### src/rtl/prs_pkg.sv
package prs_pkg;

  typedef enum logic [1:0] {
    RES_OK      = 2'd0,
    RES_NOCONN  = 2'd1,
    RES_INVALID = 2'd2,
    RES_BUSY    = 2'd3
  } resCode_e;

  // Port register bit positions (decoded by the controller hardware)
  localparam int BIT_CONN = 0;
  localparam int BIT_CSC  = 1;
  localparam int BIT_PE   = 2;
  localparam int BIT_RST  = 8;
  // Status register: port-change indication
  localparam int BIT_PCD  = 2;
  // Write-one-to-clear flags: connect change, enable change, over-current change
  localparam logic [31:0] W1C_MASK = 32'h0000_002A;
  localparam logic [31:0] PE_MASK  = 32'h0000_0004;
  localparam logic [31:0] RST_MASK = 32'h0000_0100;

  typedef struct packed {
    logic latchIdx;
    logic clrProgress;
    logic loadSettle;
    logic loadStep;
    logic bumpTry;
    logic armRecheck;
    logic useRecheck;
    logic rdStatus;
    logic rdPort;
    logic latchPort;
    logic wrAssert;
    logic wrRelease;
  } ctlStrobe_t;

endpackage

### src/rtl/prs_datapath.sv
module prs_datapath
  import prs_pkg::*;
#(
  parameter int NPORTS         = 4,
  parameter int IDX_W          = 3,
  parameter int ADDR_W         = 12,
  parameter int PORT_BASE      = 'h44,
  parameter int STS_ADDR       = 'h04,
  parameter int TICK_DIV       = 100000,
  parameter int SETTLE_MS      = 100,
  parameter int SETTLE_TRIES   = 3,
  parameter int STEP_MS        = 50,
  parameter int LIMIT_MS       = 500,
  parameter int FORCE_RECHECKS = 2
) (
  input  logic              clk,
  input  logic              rstN,
  input  ctlStrobe_t        ctl,
  input  logic [IDX_W-1:0]  portIdx,
  input  logic [31:0]       regRdata,
  output logic              idxValid,
  output logic              timerDone,
  output logic              tryLast,
  output logic              recheckMore,
  output logic              limitHit,
  output logic              regRd,
  output logic              regWr,
  output logic [ADDR_W-1:0] regAddr,
  output logic [31:0]       regWdata
);

  localparam int MAXWAIT = (SETTLE_MS > STEP_MS) ? SETTLE_MS : STEP_MS;
  localparam int TW      = $clog2(MAXWAIT + 1);
  localparam int PW      = (TICK_DIV > 2) ? $clog2(TICK_DIV) : 1;
  localparam int ELW     = $clog2(LIMIT_MS + (FORCE_RECHECKS + 1) * STEP_MS + 1);
  localparam int TRW     = $clog2(SETTLE_TRIES + 1);
  localparam int RCW     = $clog2(FORCE_RECHECKS + 1);

  logic [IDX_W-1:0] idxQ;
  logic [TW-1:0]    msLeft;
  logic [PW-1:0]    preCnt;
  logic [ELW-1:0]   elapsedMs;
  logic [TRW-1:0]   tries;
  logic [RCW-1:0]   rechecks;
  logic [31:0]      portWord;
  logic [ADDR_W-1:0] portAddr;

  assign idxValid = (portIdx != '0) && (int'(portIdx) <= NPORTS);

  always_ff @(posedge clk) begin
    if (!rstN) idxQ <= '0;
    else if (ctl.latchIdx) idxQ <= portIdx;
  end

  // Millisecond timer with its own prescaler, restarted on every load
  always_ff @(posedge clk) begin
    if (!rstN) begin
      msLeft <= '0;
      preCnt <= '0;
    end else if (ctl.loadSettle) begin
      msLeft <= TW'(SETTLE_MS);
      preCnt <= '0;
    end else if (ctl.loadStep) begin
      msLeft <= TW'(STEP_MS);
      preCnt <= '0;
    end else if (msLeft != '0) begin
      if (preCnt == PW'(TICK_DIV - 1)) begin
        preCnt <= '0;
        msLeft <= msLeft - 1'b1;
      end else begin
        preCnt <= preCnt + 1'b1;
      end
    end
  end
  assign timerDone = (msLeft == '0);

  // Accumulated reset-phase wait, counted when each step wait is armed
  always_ff @(posedge clk) begin
    if (!rstN || ctl.clrProgress) elapsedMs <= '0;
    else if (ctl.loadStep) elapsedMs <= elapsedMs + ELW'(STEP_MS);
  end
  assign limitHit = (int'(elapsedMs) >= LIMIT_MS);

  always_ff @(posedge clk) begin
    if (!rstN || ctl.clrProgress) tries <= '0;
    else if (ctl.bumpTry) tries <= tries + 1'b1;
  end
  assign tryLast = (int'(tries) == SETTLE_TRIES - 1);

  always_ff @(posedge clk) begin
    if (!rstN) rechecks <= '0;
    else if (ctl.armRecheck) rechecks <= RCW'(FORCE_RECHECKS);
    else if (ctl.useRecheck && rechecks != '0) rechecks <= rechecks - 1'b1;
  end
  assign recheckMore = (rechecks != '0);

  always_ff @(posedge clk) begin
    if (!rstN) portWord <= '0;
    else if (ctl.latchPort) portWord <= regRdata;
  end

  assign portAddr = ADDR_W'(PORT_BASE) + (ADDR_W'(idxQ - IDX_W'(1)) << 2);

  assign regRd    = ctl.rdStatus | ctl.rdPort;
  assign regWr    = ctl.wrAssert | ctl.wrRelease;
  assign regAddr  = ctl.rdStatus ? ADDR_W'(STS_ADDR) : portAddr;
  assign regWdata = ctl.wrAssert ? ((portWord & ~(W1C_MASK | PE_MASK)) | RST_MASK)
                                 : (portWord & ~(W1C_MASK | RST_MASK));

  AST_W1C_NEVER_SET: assert property (@(posedge clk) disable iff (!rstN)
    regWr |-> ((regWdata & W1C_MASK) == '0));

  AST_RESET_DROPS_ENABLE: assert property (@(posedge clk) disable iff (!rstN)
    (regWr && regWdata[BIT_RST]) |-> !regWdata[BIT_PE]);

  AST_SINGLE_ACCESS: assert property (@(posedge clk) disable iff (!rstN)
    !(regRd && regWr));

  AST_ELAPSED_BOUNDED: assert property (@(posedge clk) disable iff (!rstN)
    int'(elapsedMs) <= LIMIT_MS + (FORCE_RECHECKS + 1) * STEP_MS);

endmodule

### src/rtl/prs_control.sv
module prs_control
  import prs_pkg::*;
(
  input  logic       clk,
  input  logic       rstN,
  input  logic       start,
  input  logic       idxValid,
  input  logic       timerDone,
  input  logic       tryLast,
  input  logic       recheckMore,
  input  logic       limitHit,
  input  logic       flagConn,
  input  logic       flagCsc,
  input  logic       flagBit2,   // enable on a port read, change-detect on a status read
  input  logic       flagRst,
  output ctlStrobe_t ctl,
  output logic       done,
  output resCode_e   result
);

  typedef enum logic [3:0] {
    S_IDLE, S_SETTLE, S_STS_RD, S_STS_CAP, S_PRT_RD, S_PRT_CAP, S_PRT_WR,
    S_CHK_WAIT, S_CHK_RD, S_CHK_CAP, S_FRC_WR, S_FRC_WAIT, S_FRC_RD, S_FRC_CAP
  } state_e;

  state_e   state, stateNext;
  logic     doneNext;
  resCode_e resNext;

  always_comb begin
    ctl       = '0;
    stateNext = state;
    doneNext  = 1'b0;
    resNext   = RES_OK;
    unique case (state)
      S_IDLE: if (start) begin
        if (!idxValid) begin
          doneNext = 1'b1;
          resNext  = RES_INVALID;
        end else begin
          ctl.latchIdx    = 1'b1;
          ctl.clrProgress = 1'b1;
          ctl.loadSettle  = 1'b1;
          stateNext       = S_SETTLE;
        end
      end
      S_SETTLE:  if (timerDone) stateNext = S_STS_RD;
      S_STS_RD: begin
        ctl.rdStatus = 1'b1;
        stateNext    = S_STS_CAP;
      end
      S_STS_CAP: begin
        if (flagBit2) stateNext = S_PRT_RD;
        else if (tryLast) begin
          doneNext  = 1'b1;
          resNext   = RES_NOCONN;
          stateNext = S_IDLE;
        end else begin
          ctl.bumpTry    = 1'b1;
          ctl.loadSettle = 1'b1;
          stateNext      = S_SETTLE;
        end
      end
      S_PRT_RD: begin
        ctl.rdPort = 1'b1;
        stateNext  = S_PRT_CAP;
      end
      S_PRT_CAP: begin
        ctl.latchPort = 1'b1;
        stateNext     = S_PRT_WR;
      end
      S_PRT_WR: begin
        ctl.wrAssert = 1'b1;
        ctl.loadStep = 1'b1;
        stateNext    = S_CHK_WAIT;
      end
      S_CHK_WAIT: if (timerDone) stateNext = S_CHK_RD;
      S_CHK_RD: begin
        ctl.rdPort = 1'b1;
        stateNext  = S_CHK_CAP;
      end
      S_FRC_WR: begin
        ctl.wrRelease  = 1'b1;
        ctl.armRecheck = 1'b1;
        ctl.loadStep   = 1'b1;
        stateNext      = S_FRC_WAIT;
      end
      S_FRC_WAIT: if (timerDone) stateNext = S_FRC_RD;
      S_FRC_RD: begin
        ctl.rdPort     = 1'b1;
        ctl.useRecheck = 1'b1;
        stateNext      = S_FRC_CAP;
      end
      S_CHK_CAP, S_FRC_CAP: begin
        ctl.latchPort = 1'b1;
        if (state == S_CHK_CAP && flagRst) stateNext = S_FRC_WR;
        else if (state == S_FRC_CAP && flagRst && recheckMore) begin
          ctl.loadStep = 1'b1;
          stateNext    = S_FRC_WAIT;
        end else begin
          // verdict priority: disconnect, connect change, success, limit
          stateNext = S_IDLE;
          doneNext  = 1'b1;
          if (!flagConn)                 resNext = RES_NOCONN;
          else if (flagCsc)              resNext = RES_INVALID;
          else if (!flagRst && flagBit2) resNext = RES_OK;
          else if (limitHit)             resNext = RES_BUSY;
          else begin
            doneNext     = 1'b0;
            ctl.loadStep = 1'b1;
            stateNext    = S_CHK_WAIT;
          end
        end
      end
      default: stateNext = S_IDLE;
    endcase
  end

  always_ff @(posedge clk) begin
    if (!rstN) begin
      state  <= S_IDLE;
      done   <= 1'b0;
      result <= RES_OK;
    end else begin
      state <= stateNext;
      done  <= doneNext;
      if (doneNext) result <= resNext;
    end
  end

  AST_DONE_ONE_CYCLE: assert property (@(posedge clk) disable iff (!rstN)
    done |=> !done);

  AST_BAD_INDEX_REJECT: assert property (@(posedge clk) disable iff (!rstN)
    (state == S_IDLE && start && !idxValid) |=> (done && result == RES_INVALID));

  AST_BUSY_ONLY_AT_LIMIT: assert property (@(posedge clk) disable iff (!rstN)
    (doneNext && resNext == RES_BUSY) |-> limitHit);

  AST_NO_RESTART_MIDRUN: assert property (@(posedge clk) disable iff (!rstN)
    (state != S_IDLE) |-> !ctl.latchIdx);

endmodule

### src/rtl/port_reset_seq.sv
module port_reset_seq
  import prs_pkg::*;
#(
  parameter int NPORTS         = 4,
  parameter int IDX_W          = $clog2(NPORTS + 1),
  parameter int ADDR_W         = 12,
  parameter int PORT_BASE      = 'h44,
  parameter int STS_ADDR       = 'h04,
  parameter int TICK_DIV       = 100000,
  parameter int SETTLE_MS      = 100,
  parameter int SETTLE_TRIES   = 3,
  parameter int STEP_MS        = 50,
  parameter int LIMIT_MS       = 500,
  parameter int FORCE_RECHECKS = 2
) (
  input  logic              clk,
  input  logic              rstN,
  input  logic              start,
  input  logic [IDX_W-1:0]  portIdx,
  output logic              regRd,
  output logic              regWr,
  output logic [ADDR_W-1:0] regAddr,
  output logic [31:0]       regWdata,
  input  logic [31:0]       regRdata,
  output logic              done,
  output logic [1:0]        result
);

  ctlStrobe_t ctl;
  logic idxValid, timerDone, tryLast, recheckMore, limitHit;
  resCode_e resCode;

  prs_datapath #(
    .NPORTS(NPORTS), .IDX_W(IDX_W), .ADDR_W(ADDR_W), .PORT_BASE(PORT_BASE),
    .STS_ADDR(STS_ADDR), .TICK_DIV(TICK_DIV), .SETTLE_MS(SETTLE_MS),
    .SETTLE_TRIES(SETTLE_TRIES), .STEP_MS(STEP_MS), .LIMIT_MS(LIMIT_MS),
    .FORCE_RECHECKS(FORCE_RECHECKS)
  ) u_dp (
    .clk(clk), .rstN(rstN), .ctl(ctl), .portIdx(portIdx), .regRdata(regRdata),
    .idxValid(idxValid), .timerDone(timerDone), .tryLast(tryLast),
    .recheckMore(recheckMore), .limitHit(limitHit),
    .regRd(regRd), .regWr(regWr), .regAddr(regAddr), .regWdata(regWdata)
  );

  prs_control u_ctl (
    .clk(clk), .rstN(rstN), .start(start), .idxValid(idxValid),
    .timerDone(timerDone), .tryLast(tryLast), .recheckMore(recheckMore),
    .limitHit(limitHit),
    .flagConn(regRdata[BIT_CONN]), .flagCsc(regRdata[BIT_CSC]),
    .flagBit2(regRdata[BIT_PE]), .flagRst(regRdata[BIT_RST]),
    .ctl(ctl), .done(done), .result(resCode)
  );

  assign result = resCode;

endmodule

### config.mk
export PLATFORM = sky130hd
export DESIGN_NAME = port_reset_seq
export DESIGN_NICKNAME = d
export VERILOG_FILES = /design/src/rtl/prs_pkg.sv /design/src/rtl/prs_datapath.sv /design/src/rtl/prs_control.sv /design/src/rtl/port_reset_seq.sv
export SDC_FILE = /design/constraint.sdc
export NUM_CORES = 1
export LEC_CHECK = 0
export BUFFER_PORTS_ARGS = -buffer_cell sky130_fd_sc_hd__buf_2
export CORE_ASPECT_RATIO = 1.4
export CORE_MARGIN = 4
export CORE_UTILIZATION = 33
export DETAILED_ROUTE_END_ITERATION = 8
export SLEW_MARGIN = 25
export SYNTH_ARGS = -nofsm -noshare
export SYNTH_HDL_FRONTEND = slang
export SYNTH_SLANG_ARGS = --single-unit
### constraint.sdc
create_clock -name clk -period 3.85 [get_ports clk]
set_input_delay 0.77 -clock clk [delete_from_list [all_inputs] [get_ports clk]]
set_output_delay 0.77 -clock clk [all_outputs]
set_load 0.05 [all_outputs]
* Word level (Yosys, flattened, before mapping)
Cells that the tools add are included.
** Storage, ports and cells
- Register bits after elaboration :: 80
- Input port bits :: 38
- Output and inout bits :: 49
** Operators by class
- Add/sub/neg operators :: 7
- $lt $le $gt $ge :: 2
- Eq/ne operators :: 20
- Mux-type cells :: 65
- Bitwise operators :: 3
- Reductions and logical operators :: 30
** Operators with widths (count)
- 4-bit one-hot mux with 13 select lines :: 1
- 4-bit two-way mux :: 10
- 7-bit two-way mux :: 4
- 1-bit two-way mux :: 27
- 4-bit == test (second input constant) :: 6
- 2-bit two-way mux :: 12
- 17-bit by 1-bit adder with 17-bit output (second input constant) :: 1
- 17-bit == test (second input constant) :: 1
- 17-bit two-way mux :: 1
- 4-bit by 3-bit == test with 1-bit output (second input constant) :: 4
- 7-bit by 12-bit adder with 12-bit output (first input constant) :: 1
- 12-bit two-way mux :: 1
- 3-bit two-way mux :: 4
- 10-bit by 6-bit adder with 10-bit output (second input constant) :: 1
- 10-bit by 9-bit >= comparator with 1-bit output (second input constant) :: 1
- 9-bit two-way mux :: 1
- 3-bit nonzero test :: 3
- 3-bit OR reduction :: 3
- 4-bit by 2-bit == test with 1-bit output (second input constant) :: 2
- 2-bit inequality test (second input constant) :: 4
- 2-bit nonzero test :: 4
- 2-bit OR reduction :: 4
- 7-bit logical NOT :: 1
- 7-bit nonzero test :: 1
- 19 further kinds :: 29

* Logic depth before layout (Yosys ltp)
Gate-level depths: netlist (run 1).
- Word-level depth :: 10
- Gate-level depth with buffers :: 9

* Modules after synthesis
A second synthesis (run 1) with hierarchy kept.
** Second synthesis, totals
- Cells, all modules :: 477
- Area, all modules :: 4259.1 um^2
** By module, submodules not included
- prs_datapath :: instances 1, cells each 382, area each 3529.6 um^2, seq. area each 1361.3 um^2
- prs_control :: instances 1, cells each 95, area each 729.4 um^2, seq. area each 140.1 um^2

* Least setup slack after synthesis (run 1)
No wires, ideal clock.
- Kind :: reg-to-output
- From :: register u_ctl.state[3]
- To :: output regAddr[5]
- Arrival time :: 1.965 ns
- Slack :: 1.115 ns
- Stages on the path, launching flop included :: 6
- Path buffers :: 2
- Cells stage by stage :: dfxtp_1 -> buf_2 -> buf_1 -> nor3_1 -> or2_2 -> nor2_1
** On the way
- Cells in the longest elaborated chain, start to end :: 3
** RTL lines
- start, declared :: RTL line prs_control.sv:26 : state_e state, stateNext;
- start signal, assigned :: RTL line prs_control.sv:125 : state <= stateNext;
- 4-bit by 2-bit == test with 1-bit output :: RTL line prs_control.sv:35 : unique case (state)
- 1-bit two-way mux :: RTL line prs_control.sv:35
- 12-bit two-way mux :: RTL line prs_datapath.sv:106 : assign regAddr = ctl.rdStatus ? ADDR_W'(STS_ADDR) : portAddr;
- end, declared :: RTL line port_reset_seq.sv:22 : output logic [ADDR_W-1:0] regAddr,
No other way between the ends.

* Worst setup path after layout (run 1)
- From :: register u_ctl.state[0]
- To :: output regAddr[5]
The elaborated chain is that of the path after synthesis.

==> reports/results.tsv, run 1 <==
stage	metric	value	unit
yosys	number of synthesized flops with an enable pin	0	
global_routing	first-pass GRT wire length	14100	um
die	die width	100	um
placed_design	DP Wirelength	6020	um
cells_and_area	fin nets	562	
setup_path	CP Max Fanout	12	
global_routing	vias in the first global route	3104	
yosys	ys flop type	dfxtp_1	
die	I/O pin count	87	
cells_and_area	commonest cells after routing, fill and taps aside	dfxtp_1, buf_2, nand2_1	
timing	Tcrit/Tclk final	0.722	
placed_design	Cell Area, Placed	0.00413	mm2
placed_design	routability cong.	0.821	
clock_network	post-CTS sizing	0	
die	Core Area	0.0115	mm2
clock_network	CTS tree	yes	
timing	final setup vio count	0	
clock_network	Clock Sinks	75	
yosys	sequential share of the synthesized area	0.383	
setup_path	Crit Path Class	register to output port	
timing	relative slew slack	0.454	
yosys	Synth Area in Simple Gates	0.264	
clock_network	root buffer cell	clkbuf_16	
yosys	number of distinct library cells after synthesis	62	
timing	Slew @ Worst Pin	0.817	ns
timing	Pins Over Slew Limit	0	
route	final WL	8190	um
die	Die ar.	0.0137	mm2
yosys	Synth Area in Adders	0.0255	
timing	TNS Setup	0	ns
route	vias per inst	4.76	
cells_and_area	synthesis-to-layout area growth	14.1	%
global_routing	largest net degree at the start of global routing	41	
route	remaining antenna violation count	0	
setup_path	CP endpoint kind	output port	
clock_network	post-CTS setup buffer count	0	
clock_network	Post-CTS Hold Buffers	0	
status	status	finished clean	
cells_and_area	Layout Cells excl Fill	665	
cells_and_area	layout cells sized above 1	0.209	
power	power per cell area	463	mW/mm2
yosys	Post-Synth XOR/XNOR Area	0.0782	
setup_path	CP required	3.08	ns
clock_network	Max Root-Sink Buffers	2	
timing	Tmin final	2.78	ns
yosys	Synth Cell Area	0.00392	mm2
setup_path	CP Launch Type	register	
yosys	Avg Cell Area, Syn	8.18	um2
timing	RSZ-0062 raised after global routing	false	
cells_and_area	post-route cell area	0.00447	mm2
route	via count	3165	
power	Worst VDD drop	0.000252	V
route	Iter 0 DRT Violations	120	
die	Die H	137	um
yosys	Yosys reg bits	75	
yosys	post-synthesis cell count	479	
global_routing	All-Layer GR Usage	0.127	
yosys	multiplexer share of the synthesized area	0.00798	
yosys	largest family of logic cells by synthesized area	simple AND/OR/NAND/NOR gates	
timing	Final Hold Vio Count	0	
run	max-cap violations	0	
route	wire length per cell	12.3	um
clock_network	clk_lat worst skew	0.33	ns
global_routing	initial antenna violation count	0	
die	FP Rows	46	
timing	skew final	0.00655	ns
yosys	ys async rst share	0	
cells_and_area	ant diodes	0	
power	Pleak	1.75	nW
setup_path	crit path DAT	2.01	ns
route	drc violations	0	
clock_network	CTS clk-pin slew, worst paths	0.06	ns
clock_network	TritonCTS Buffers	9	
placed_design	PortBufs	74	
die	initial cell density of the core	0.342	
worst_hold_path	HP Class	register to register	
yosys	Synth Warn #	0	
yosys	compound-gate portion of the synthesized area	0.132	
clock_network	CTS HTree Levels	3	
timing	fmax	0.360	GHz
cells_and_area	commonest non-fill, non-tap cell in the layout	dfxtp_1	
global_routing	GR Overflow Total	0	
route	Initial DRT Pass Iterations	4	
placed_design	placed insts	649	
-- sequential cells by signal (all words and copies together) (netlist names) --
signal	flops
u_dp.tries	2
u_dp.preCnt	17
u_ctl.state	4
u_dp.msLeft	7
u_dp.elapsedMs	9
u_ctl.result	2
u_ctl.done	1
u_dp.idxQ	3
u_dp.rechecks	2
u_dp.portWord	28
-- synth_stat cells, types with 5 or more instances --
cell type	number	area share
nor3_1	9	0.011
nand2b_1	6	0.0096
a21oi_1	45	0.057
dfxtp_1	75	0.38
clkbuf_1	11	0.011
ha_1	8	0.026
nor2_1	55	0.053
nand4_1	7	0.011
inv_1	12	0.011
xnor2_1	17	0.038
nand2_1	73	0.070
xor2_1	18	0.040
buf_4	38	0.073
nor4_1	7	0.011
buf_2	5	0.0064
nand3_1	10	0.013
o21ai_0	8	0.010
nor2b_1	5	0.0080
-- cell type report --
type	count	area [um2]
Timing Repair Buffer	75	378
Tap cell	144	180
Clock inverter	5	83.8
Inverter	12	45.0
Multi-Input combinational cell	343	2030
Fill cell	1176	6980
Sequential cell	75	1500
Clock buffer	11	253
-- path summary, 6_finish.rpt --
kind | slack [ns] | from | depth (start not counted) | to
worst min register to register | 0.45 | u_dp.portWord[27] | 2 | u_dp.portWord[27]
worst min-delay path | 0.45 | u_dp.portWord[27] | 2 | u_dp.portWord[27]
worst max-delay path | 1.07 | u_ctl.state[0] | 5 | regAddr[5]
worst max register to register | 1.42 | u_ctl.state[0] | 6 | u_dp.preCnt[8]
-- where the power goes --
part / switching (mW) / internal [mW]
Clock: 0.321 / 0.605
Combinational: 0.221 / 0.101
Sequential: 0.0272 / 0.794
-- critical path, stage by stage (launching register included) --
cell and delay, ns:
dfxtp_1 0.59, nand2b_1 0.29, nor3_1 0.12, or2_2 0.32, nor2_1 0.09, buf_2 0.26
-- cell families after synthesis --
kind of cell | after synthesis
mux | 3
other cells | 1
buf+inv | 70
xor+xnor | 35
simple gates | 206
compound gates | 81
flops | 75
fa+ha+maj | 8
-- per-stage QoR --
| step | hold slack [ns] | worst slack [ns] | util | power (mW) |
|---|---|---|---|---|
| 2_1_floorplan | 0.432 | 1.11 | - | 1.10 |
| 3_3_place_gp | 0.439 | 1.26 | 0.361 | 1.16 |
| 5_1_grt | 0.475 | 0.869 | 0.391 | 2.16 |
| 4_1_cts | 0.452 | 1.05 | 0.390 | 2.10 |
| 3_5_place_dp | 0.444 | 1.24 | 0.361 | 1.16 |
| 6_report | 0.450 | 1.07 | 0.391 | 2.07 |
-- routing by layer --
| metal | vias up | share of wire | global-route usage | routed length (um) |
|---|---|---|---|---|
| met1 | 1435 | 0.42 | 0.143 | 3470 |
| met3 | 12 | 0.056 | 0.0321 | 460 |
| li1 | 1649 | - | - | - |
| met4 | 0 | 0.021 | 0.0584 | 170 |
| met5 | - | 0 | 0 | 0 |
| met2 | 69 | 0.50 | 0.223 | 4090 |
Power figures use the tool's default switching activity.
==> run 2: changes to the inputs <==
Settings changed: ABC_AREA set to 1.
Clock period 3.85 ns to 2.4 ns, I/O delays scaled along.
==> run 2 against run 1 <==
Utilization is 0.21 points higher. Area after synthesis is 4.6% higher. Die area is 4.3% higher. Hold slack worse by 0.078 ns.
==> reports/results.tsv, run 2 <==
stage	metric	value	unit	change
placed_design	pre-CTS WS	0.357	ns	-0.879 ns
die	Die ar.	0.0143	mm2	+4.3%
route	wire length on met1	3820	um	+10%
route	top layer in use	met4		
global_routing	vias in the first global route	3490		+12%
power	Worst VDD drop	0.000422	V	+67%
route	metal2 WL	4550	um	+11%
clock_network	root buffer cell	clkbuf_16		
cells_and_area	fillers	1242		+5.6%
timing	skew final	0.00421	ns	-0.00234 ns
setup_path	Buf+Inv Stages, Crit Path	2		+1
timing	Final Hold Vio Count	0		unchanged
timing	RSZ-0062 raised after global routing	false		
cells_and_area	fin nets	670		+19%
route	vias per inst	4.63		-2.8%
yosys	ys flop type	dfxtp_1		
die	die width	102	um	+2.1%
timing	final setup vio count	0		unchanged
die	I/O pin count	87		unchanged
power	Pleak	2.12	nW	+21%
yosys	number of distinct library cells after synthesis	43		-31%
worst_hold_path	HP Class	input port to register		
yosys	Avg Cell Area, Syn	7.13	um2	-13%
setup_path	Max stage delay on crit path	0.36	ns	-0.23 ns
yosys	most area-hungry cell type in the Yosys netlist	dfxtp_1		
placed_design	routability cong.	0.865		+5.3%
cells_and_area	Regs by FF count	u_dp.portWord x28, u_dp.preCnt x17, u_dp.elapsedMs x9		
route	remaining antenna violation count	0		unchanged
global_routing	largest net degree at the start of global routing	33		-20%
clock_network	Max Root-Sink Buffers	2		unchanged
clock_network	CTS HTree Levels	3		unchanged
timing	setup ws final	0.0940	ns	-0.974 ns
yosys	ys async rst share	0		unchanged
yosys	Synth Cell Area	0.00410	mm2	+4.6%
clock_network	Clock Sinks	75		unchanged
route	Initial DRT Pass Iterations	4		unchanged
yosys	number of synthesized flops with an enable pin	0		unchanged
placed_design	PortBufs	74		unchanged
yosys	sequential share of the synthesized area	0.366		-0.0168
route	wire length per cell	11.6	um	-5.8%
clock_network	CTS clk-pin slew, worst paths	0.06	ns	about the same
power	switching fraction of total power	0.326		+0.0509
setup_path	CP delay by family, top	flip-flops		
clock_network	clk_lat worst skew	0.33	ns	about the same
cells_and_area	Biggest register	u_dp.portWord		
die	initial cell density of the core	0.342		-0.000468
setup_path	CP cell instances	inv_1 > ha_1 > nor3_2 > o21ai_0 > a21oi_1 > buf_4		
route	drc violations	0		unchanged
cells_and_area	ant diodes	0		unchanged
cells_and_area	Largest register FFs	28		unchanged
global_routing	initial antenna violation count	0		unchanged
die	Core Area	0.0120	mm2	+4.7%
route	final WL	9000	um	+9.9%
cells_and_area	layout cells sized above 1	0.211		+0.00223
power	Internal	2.52	mW	+68%
run	max-cap violations	0		unchanged
yosys	Synth Warn #	0		unchanged
yosys	Yosys reg bits	75		unchanged
status	status	finished clean		
setup_path	crit path DAT	1.83	ns	-0.18 ns
global_routing	first-pass GRT wire length	15600	um	+10%
power	net load switching power	1.22	mW	+110%
route	Iter 0 DRT Violations	128		+6.7%
power	power per cell area	792	mW/mm2	+71%
power	combinational share of power	0.249		+0.093
cells_and_area	Seq. cell area	0.00150	mm2	about the same
timing	Pins Over Slew Limit	0		unchanged
route	metal3 WL	478	um	+3.9%
setup_path	CP required	1.92	ns	-1.16 ns
timing	Tmin final	2.31	ns	
yosys	top cells by area, synth	dfxtp_1, nor2_1, buf_4		
setup_path	Crit Path Class	register to output port		
die	Die H	140	um	+2.1%
yosys	most common cell in the netlist	nor2_1		
die	FP Rows	47		+2.2%
global_routing	GR Overflow Total	0		unchanged
timing	TNS Setup	0	ns	unchanged
setup_path	CP endpoint kind	output port		
power	Seq pwr share	0.360		-0.037
clock_network	post-CTS setup buffer count	0		unchanged
cells_and_area	commonest cells after routing, fill and taps aside	nor2_1, dfxtp_1, buf_2		
timing	fmax	0.434	GHz	
yosys	synth cell count leaders	nor2_1, dfxtp_1, nand2_1		
yosys	post-synthesis cell count	575		+20%
yosys	area share of the largest cell type after synthesis	0.366		-0.0168
clock_network	CTS tree	yes		
cells_and_area	commonest non-fill, non-tap cell in the layout	nor2_1		
setup_path	CP Launch Type	register		
setup_path	CP max stage cell	dfxtp_2		
power	clock power share	0.391		-0.056
global_routing	All-Layer GR Usage	0.132		+0.00462
setup_path	CP Max Fanout	4		-8
placed_design	DP Wirelength	7020	um	+17%
clock_network	TritonCTS Buffers	9		unchanged
cells_and_area	synthesis-to-layout area growth	14.9	%	
cells_and_area	Multi-input gate area	0.00203	mm2	-0.18%
route	via count	3591		+13%
timing	Tcrit/Tclk final	0.961		
-- run 2: cell types whose count changed in the layout (fill, tap and decap cells not counted), moves of 6 or more --
cell      before  now
inv_2          0    6
nor2_1        54  115
nor2_2         0    9
xnor2_1       17    6
nand3_1       10   25
inv_1         12   60
o21ai_0        8   44
nor4_1         7    0
nand2b_1       6    0
a21oi_1       45   38
xor2_1        18    6
-- run 2: area by class of cell --
class,instances,share of cell area
clock buffer,11,0.0537
clock inverter,5,0.0159
inverter,69,0.0563
multi-input combinational,391,0.431
sequential,75,0.319
tap,147,0.0390
timing repair buffer,78,0.0855
-- run 2: worst register-to-register path: cells and delay by family, from the launching register on --
| family | cells | cell delay (ns) |
|---|---|---|
| flip-flops | 1 | 0.40 |
| buffers and inverters | 3 | 0.24 |
| adder cells (fa/ha/maj) | 1 | 0.19 |
| AND/OR/NAND/NOR | 8 | 1.04 |
-- run 2: power by group through the flow --
stage	clock (mW)	combinational, mW	sequential [mW]
after floorplan	0	0.723	1.38
after global placement	0	0.904	1.37
after detailed placement	0	0.916	1.37
after CTS	1.50	0.927	1.34
after global routing	1.55	1.02	1.35
final	1.46	0.929	1.34
-- run 2: path summary, 6_finish.rpt --
kind / startpoint / endpoint / slack [ns] / depth (start not counted)
worst max-delay path: u_dp.idxQ[0] / regAddr[5] / 0.09 / 6
worst min-delay path: regRdata[10] / u_dp.portWord[10] / 0.37 / 3
worst max register to register: u_dp.elapsedMs[1] / u_dp.preCnt[13] / 0.41 / 12
worst min register to register: u_dp.tries[0] / u_dp.tries[0] / 0.45 / 1
-- run 2: stage by stage --
stage          instances   util  hold WS (ns)  total power [mW]  cell area [um2]
2_1_floorplan        584      -         0.422              2.10             4130
5_1_grt              776  0.393         0.388              3.91             4710
3_5_place_dp         760  0.365         0.443              2.28             4370
3_3_place_gp         760  0.365         0.437              2.27             4370
6_report             776  0.393         0.372              3.73             4710
4_1_cts              776  0.392         0.360              3.77             4700
-- run 2: cell families (layout without fill, tap and decap cells) --
family          after synthesis  count (layout)  share of synthesized area
buf+inv                     118             163                      0.148
compound gates               99              99                      0.130
xor+xnor                     12              12                     0.0256
fa+ha+maj                     8               8                     0.0244
flops                        75              75                      0.366
simple gates                262             262                      0.304
other cells                   1              10                   0.000915
-- run 2: per-layer routing --
metal  vias up  global-route usage
met5         -                   0
li1       1891                   -
met3        15              0.0361
met2        77               0.227
met4         0              0.0491
met1      1608               0.153
-- run 2: repair_timing --
action | in CTS | in global routing
setup endpoints to repair | 1 | 1
gates resized for setup | 1 | 2
pin swaps | 0 | 0
hold buffers | 0 | 0
